--- src/rtl/idx_bitop_seq.sv ---
module idx_bitop_seq #(
  parameter int CW       = 5,
  parameter int CYC_ROT  = 23,
  parameter int CYC_TEST = 20,
  parameter int CYC_MOD  = 23,
  parameter int CYC_NOP  = 15
) (
  input  logic          clk,
  input  logic          rst_n,
  input  logic          start,
  input  logic          use_alt,
  input  logic [15:0]   idx_a,
  input  logic [15:0]   idx_b,
  input  logic [15:0]   pc_in,
  input  logic [7:0]    flags_in,
  output logic          mem_rd,
  output logic          mem_wr,
  output logic [15:0]   mem_addr,
  output logic [7:0]    mem_wdata,
  input  logic [7:0]    mem_rdata,
  output logic          busy,
  output logic          done,
  output logic [7:0]    flags_out,
  output logic [15:0]   pc_out,
  output logic [CW-1:0] cycles_out
);
  typedef enum logic [2:0] {S_IDLE, S_DISP, S_OPER, S_OPC, S_EXEC, S_WB, S_FIN} st_t;

  st_t          st;
  logic [15:0]  pc_r, ea;
  logic [7:0]   opnd, opc, fl, res;
  logic [CW-1:0] cyc;

  wire [1:0] cls      = opc[7:6];
  wire [2:0] sel      = opc[5:3];
  wire       mem_form = (opc[2:0] == 3'b110);
  wire [7:0] bmask    = 8'b1 << sel;

  logic [7:0] rot_r;
  logic       rot_c;
  always_comb begin
    unique case (sel)
      3'd0: begin rot_r = {opnd[6:0], opnd[7]}; rot_c = opnd[7]; end
      3'd1: begin rot_r = {opnd[0], opnd[7:1]}; rot_c = opnd[0]; end
      3'd2: begin rot_r = {opnd[6:0], fl[0]};   rot_c = opnd[7]; end
      3'd3: begin rot_r = {fl[0], opnd[7:1]};   rot_c = opnd[0]; end
      3'd4: begin rot_r = {opnd[6:0], 1'b0};    rot_c = opnd[7]; end
      3'd5: begin rot_r = {opnd[7], opnd[7:1]}; rot_c = opnd[0]; end
      3'd6: begin rot_r = {opnd[6:0], 1'b1};    rot_c = opnd[7]; end
      default: begin rot_r = {1'b0, opnd[7:1]}; rot_c = opnd[0]; end
    endcase
  end

  logic [7:0]    nfl, nres;
  logic          nwr;
  logic [CW-1:0] ncyc;
  always_comb begin
    nfl  = fl;
    nres = opnd;
    nwr  = 1'b0;
    ncyc = CW'(CYC_NOP);
    unique case (cls)
      2'b00: if (mem_form) begin
        nres = rot_r;
        nfl  = {rot_r[7], rot_r == 8'h00, fl[5], 1'b0, fl[3], ~^rot_r, 1'b0, rot_c};
        nwr  = 1'b1;
        ncyc = CW'(CYC_ROT);
      end
      2'b01: begin
        nfl[6] = ~opnd[sel];
        nfl[4] = 1'b1;
        nfl[1] = 1'b0;
        ncyc   = CW'(CYC_TEST);
      end
      2'b10: if (mem_form) begin
        nres = opnd & ~bmask;
        nwr  = 1'b1;
        ncyc = CW'(CYC_MOD);
      end
      default: if (mem_form) begin
        nres = opnd | bmask;
        nwr  = 1'b1;
        ncyc = CW'(CYC_MOD);
      end
    endcase
  end

  always_ff @(posedge clk or negedge rst_n) begin
    if (!rst_n) begin
      st   <= S_IDLE;
      pc_r <= '0;
      ea   <= '0;
      opnd <= '0;
      opc  <= '0;
      fl   <= '0;
      res  <= '0;
      cyc  <= '0;
    end else begin
      unique case (st)
        S_IDLE: if (start) begin
          pc_r <= pc_in;
          ea   <= use_alt ? idx_b : idx_a;
          fl   <= flags_in;
          st   <= S_DISP;
        end
        S_DISP: begin
          ea   <= ea + {{8{mem_rdata[7]}}, mem_rdata};
          pc_r <= pc_r + 16'd1;
          st   <= S_OPER;
        end
        S_OPER: begin
          opnd <= mem_rdata;
          st   <= S_OPC;
        end
        S_OPC: begin
          opc  <= mem_rdata;
          pc_r <= pc_r + 16'd1;
          st   <= S_EXEC;
        end
        S_EXEC: begin
          fl  <= nfl;
          res <= nres;
          cyc <= ncyc;
          st  <= nwr ? S_WB : S_FIN;
        end
        S_WB:    st <= S_FIN;
        default: st <= S_IDLE;
      endcase
    end
  end

  assign mem_rd     = (st == S_DISP) || (st == S_OPER) || (st == S_OPC);
  assign mem_wr     = (st == S_WB);
  assign mem_addr   = (st == S_OPER || st == S_WB) ? ea : pc_r;
  assign mem_wdata  = res;
  assign busy       = (st != S_IDLE);
  assign done       = (st == S_FIN);
  assign flags_out  = fl;
  assign pc_out     = pc_r;
  assign cycles_out = cyc;
endmodule

--- config.mk ---
export PLATFORM = sky130hd
export DESIGN_NAME = idx_bitop_seq
export DESIGN_NICKNAME = d
export VERILOG_FILES = /design/src/rtl/idx_bitop_seq.sv
export SDC_FILE = /design/constraint.sdc
export NUM_CORES = 1
export LEC_CHECK = 0
export CORE_MARGIN = 8
export CORE_UTILIZATION = 54
export CTS_CLUSTER_SIZE = 30
export DETAILED_ROUTE_END_ITERATION = 8
export HOLD_SLACK_MARGIN = 0.12
export PLACE_DENSITY = 0.86
export SLEW_MARGIN = 30
export SYNTH_ARGS = -nofsm -noshare
export SYNTH_HDL_FRONTEND = slang
export SYNTH_SLANG_ARGS = --single-unit
--- constraint.sdc ---
create_clock -name clk -period 4.35 [get_ports clk]
set_clock_uncertainty 0.1 [all_clocks]
set_input_delay 1.305 -clock clk [delete_from_list [all_inputs] [get_ports clk]]
set_output_delay 1.305 -clock clk [all_outputs]
set_load 0.02 [all_outputs]
* Word level (Yosys, flattened, before mapping) *
Cells that the tools add are included.

word-level totals
  bits in registers = 72
  bits in latches = 0
  RAM bits = 0
  bits in read-only memories = 0
  logic and storage cells = 89
  memories = 0

cells by class
  $add $sub $neg = 2
  multiply operators = 0
  divide/modulo/power cells = 0
  order comparisons = 1
  equality and inequality tests = 20
  shift-type cells = 1
  muxes and demuxes = 31
  bitwise operators = 5
  reduce and logical (&&, ||, !) cells = 19

operators with widths
  operator                                                                number
  16-bit two-way mux                                                      4
  16-bit case mux with 2 select lines                                     2
  8-bit case mux with 7 select lines                                      1
  8-bit two-way mux                                                       5
  8-bit case mux with 3 select lines                                      1
  3-bit equality test (second input constant)                             7
  3-bit case mux with 6 select lines                                      1
  16-bit by 1-bit adder with 16-bit output (second input constant)        1
  16-bit adder                                                            1
  8-bit case mux with 2 select lines                                      1
  3-bit by 2-bit equality test with 1-bit output (second input constant)  4
  5-bit two-way mux                                                       2
  8-bit AND                                                               1
  8-bit zero test                                                         1
  8-bit NOT                                                               1
  8-bit OR                                                                1
  4-bit AND reduction                                                     2
  8-bit XNOR reduction                                                    1
  1-bit by 3-bit << shifter with 8-bit output (first input constant)      1
  1-bit two-way mux                                                       7
  3-bit by 1-bit equality test with 1-bit output (second input constant)  2
  3-bit zero test                                                         2
  1-bit case mux with 2 select lines                                      3
  2-bit nonzero test                                                      3
  18 further kinds                                                        24

* Depth between registers and ports, before layout *
  word-level depth = 6
  mapped depth = 10

* Least setup slack after synthesis *
Ideal clock, no wire load.

  kind = flip-flop to output port
  start = register st[1]
  end = output mem_addr[12]
  arrival = 1.657 ns
  path slack = 1.288 ns
  cell stages (with the launch flop) = 8
  buffers on the path = 3
  cell sequence = dfrtp_1 > buf_4 > nor2b_2 > and2_4 > or2_1 > buf_6 > buf_6 > o21ai_0

between the ends
  cells in the longest elaborated chain, start to end = 3

RTL lines
  what                    line  text
  start, declared         29    st_t st;
  start signal, assigned  124   st <= nwr ? S_WB : S_FIN;
  3-bit equality test     --
  net mem_wr              17    output logic mem_wr,
  1-bit logical OR        134   assign mem_addr = (st == S_OPER || st == S_WB) ? ea : pc_r;
  16-bit two-way mux      134
  end, declared           18    output logic [15:0] mem_addr,

The timed path passes the listed nets, and every way through them passes these cells.

* Worst setup path after layout *
  start = register st[2]
  end = output mem_addr[8]

between the ends
  cells in the longest elaborated chain, start to end = 3

RTL lines
  what                                                                                   line
  3-bit by 2-bit equality test with 1-bit output or 3-bit equality test (tied branches)  134
  1-bit logical OR (*)                                                                   134
  16-bit two-way mux (*)                                                                 134

Every way passes the cells marked *; elsewhere a longest branch is shown, timed or not.

==> metrics.md <==
| Metric | Value |
|---|---|
| Outcome | finished clean |
| PwrDens | 844 nW/µm² |
| Post-synthesis async set-or-reset flop share | 1.00 |
| TritonCTS Sinks | 71 |
| Post CTS Setup Buffer Count | 0 |
| CTS tree | yes |
| Max cap viols | 0 |
| Synthesis-stage register bit count | 71 |
| Antenna violations before repair | 0 |
| RSZ-0062 raised after global routing | no |
| Max incr delay on CP | approximately 0.58 ns |
| Met2 usage | 0.407 |
| Pre-CTS setup slack | 0.473 ns |
| Syn avg cell area | about 9.5 µm² |
| Setup TNS | 0 ns |
| CP Cell Sequence | nor2b_2 > and2_4 > or2_1 > buf_4 > mux2_2 > clkdlybuf4s50_1 |
| Highest Clock Rate | 0.247 GHz |
| Clock root cell | clkbuf_8 |
| Family with the most delay on the worst path | buffers and inverters |
| Critical R2R Launch | opc[3] |
| Grt ovf | 0 |
| Worst reg2reg endpoint | flags_out[2] |
| Crit start category | flop |
| CP max FO | 17 |
| Leak | 2.66 nW |
| Final Critical Period | ~4.0 ns |
| Combinational share of power | 0.618 |
| Hold-fix buffers, CTS | 0 |
| Post-synth EDFFs | 0 |
| Detailed Place HPWL | 11.7 mm |
| Crit end category | output port |
| Psw | 2.55 mW |
| Cells after Synth | 536 |
| HP Class | reg2reg |
| Via-to-Cell Ratio | 6.28 |
| Fin crit share | 0.929 |
| CP arrival | between 2 and 3 ns |
| Detailed Route WL | 15.1 mm |
| Worst skew pair latency | 0.35 ns |
| Setup ws final | 0.309 ns |
| Final Hold Viols | 0 |
| Final Total Pwr | 5.42 mW |
| Area grow syn2layout | 26.7% |
| Die X | 113 µm |
| Worst Hold Launch | mem_wdata[6] |
| Largest net degree at the start of global routing | 37 |
| FF+latch area | 1780 µm² |
| Dominant synthesized flop cell | dfrtp_1 |
| Pint | 2.88 mW |
| Clk buf depth | 2 |
| Global Route met3 Usage | 0.0687 |
| Fill cells | slightly below 700 |
| Min-Delay Path Depth | 2 |
| Most Crowded Layer GR | met2 |
| Worst hold endpoint | mem_wdata[6] |
| Detailed-route via count | 4762 |
| Register area share after synthesis | 0.350 |
| Reg2Reg Setup Slack | around 1.9 ns |
| Final setup violation count | 0 |
| CP required | 2.94 ns |
| Worst setup path class | reg2out |
| Flop pwr share | 0.279 |
| Top Ports | 125 |
| Diodes inserted | 0 |
| Clock transition at path regs | 0.08 ns |
| Core box area | 9200 µm² |
| CTS buffer count | 9 |
| CTS H-tree lvls | 3 |
| Commonest cells after routing, fill and taps aside | clkdlybuf4s50_1, dfrtp_1, nand2_1, mux2_2, o21ai_0 |
| DIE HEIGHT | between 100 and 150 µm |
| Met1 GRT Util | 0.262 |
| Final GP Congestion | 0.933 |
| Die Area | 12700 µm² |
| Ys Warns | 0 |
| First-pass GRT wire length | 24.3 mm |
| Max_slew headroom | 0.396 |
| Standard-cell rows | 35 |
| Post-Syn Area | 5070 µm² |
| Commonest non-fill, non-tap cell in the layout | clkdlybuf4s50_1 |
| Switching Share | 0.470 |
| Total GRT Usage | 0.235 |
| Iteration-0 DRC Markers | slightly below 400 |
| Clk pwr share | 0.103 |
| DRC Markers | 0 |
| Crit path max-delay cell type | clkdlybuf4s50_1 |
| R2R cell count | 7 |
| Initial Utilization | 0.551 |
| Number of global-route vias before repair | 4893 |
| Final core utilization | 0.699 |
| DR pass1 iterations | 5 |
| Port bufs | around 120 |
| Multi-input gate area | between 2000 and 3000 µm² |
| Final net count | between 700 and 800 |
| Distinct cell type count after synthesis | 69 |
| Final Slew Violations | 0 |
| Post-CTS resize count | 0 |
| Slew @ Worst Pin | 0.906 ns |
| DR WL/cell | approximately 20 µm |
| Final ANT Viol Nets | 0 |
| Peak supply drop | 426 µV |
| Mapped Nets | roughly 630 |
| Critical path buffers and inverters | 2 |
| Layout cells sized above 1 | 0.121 |
worst reg2reg max path, cell delays in order (launching register included):
cell and delay [ns]:
dfrtp_1 0.90, mux2_4 0.39, ha_1 0.29, xnor2_1 0.20, xnor2_1 0.16, nor2_1 0.06
a21oi_1 0.14, o21ai_0 0.10
state kept, by name, indices dropped and copies added (netlist names):
signal,count
opnd,8
cycles_out,4
pc_out,16
opc,8
mem_wdata,8
ea,16
flags_out,8
st,3
per-stage QoR:
step / std cells / hold slack, ns / area, µm²
2_1_floorplan: 536 / 0.364 / 5070
3_3_place_gp: 742 / 0.354 / 6220
3_5_place_dp: 742 / 0.364 / 6220
4_1_cts: 758 / 0.384 / 6420
5_1_grt: 758 / 0.397 / 6420
6_report: 758 / 0.377 / 6420
how the worst max path moves through the flow:
stage / from / slack (ns) / to / cells past startpoint
after floorplan: st[1] / 1.29 / mem_addr[12] / 7
after global placement: mem_rdata[7] / 0.62 / ea[13] / 8
after detailed placement: mem_rdata[7] / 0.47 / ea[13] / 8
after CTS: st[2] / 0.31 / mem_addr[8] / 6
after global routing: st[2] / 0.19 / mem_addr[8] / 6
final: st[2] / 0.31 / mem_addr[8] / 6
cells by family after synthesis:
| family | share of synthesized area |
|---|---|
| AND/OR/NAND/NOR | 0.165 |
| AO/OA/AOI/OAI | 0.195 |
| flip-flops | 0.350 |
| multiplexers | 0.144 |
| buffers and inverters | 0.0644 |
| adder cells (fa/ha/maj) | 0.0533 |
| XOR/XNOR | 0.0276 |
cell usage after synthesis, types with 5 or more instances:
master | n | share of area
a21o_1 | 6 | 0.0089
o21ai_0 | 35 | 0.035
a21oi_1 | 32 | 0.032
nand2_1 | 67 | 0.050
buf_4 | 6 | 0.0089
xnor2_1 | 6 | 0.010
a211oi_1 | 9 | 0.013
mux2i_1 | 24 | 0.047
a221oi_1 | 6 | 0.010
ha_1 | 20 | 0.049
nor3_1 | 17 | 0.017
buf_6 | 7 | 0.016
o21a_1 | 6 | 0.0089
clkbuf_1 | 8 | 0.0059
o22ai_1 | 10 | 0.012
nand2b_1 | 8 | 0.0099
buf_2 | 6 | 0.0059
mux2_2 | 38 | 0.084
a31oi_1 | 5 | 0.0062
dfrtp_1 | 71 | 0.35
clkbuf_8 | 7 | 0.019
nor2_1 | 28 | 0.021
o211ai_1 | 12 | 0.018
inv_1 | 11 | 0.0081
nand3_1 | 12 | 0.012
o31ai_1 | 6 | 0.0089
and2_1 | 5 | 0.0062
xor2_1 | 10 | 0.017
routing by layer:
metal | vias to the layer above | routed length, µm | part of all wire
li1 | 2187 | - | -
met1 | 2282 | 5860 | 0.39
met2 | 243 | 7380 | 0.49
met3 | 50 | 1280 | 0.085
met4 | 0 | 579 | 0.038
met5 | - | 0 | 0
power groups by stage:
stage / logic [mW] / registers (mW) / clock network [mW]
6_report: 3.35 / 1.51 / 0.561
5_1_grt: 3.62 / 1.56 / 0.584
4_1_cts: 3.34 / 1.50 / 0.562
3_5_place_dp: 3.32 / 1.51 / 0
3_3_place_gp: 3.21 / 1.48 / 0
2_1_floorplan: 2.29 / 1.43 / 0
layout make-up:
class	count	area share
clock buffer	11	0.0220
tap	111	0.0216
inverter	11	0.00643
timing repair buffer	130	0.201
multi-input combinational	419	0.462
sequential	71	0.277
clock inverter	5	0.00993
(Power assumes the default switching activity.)
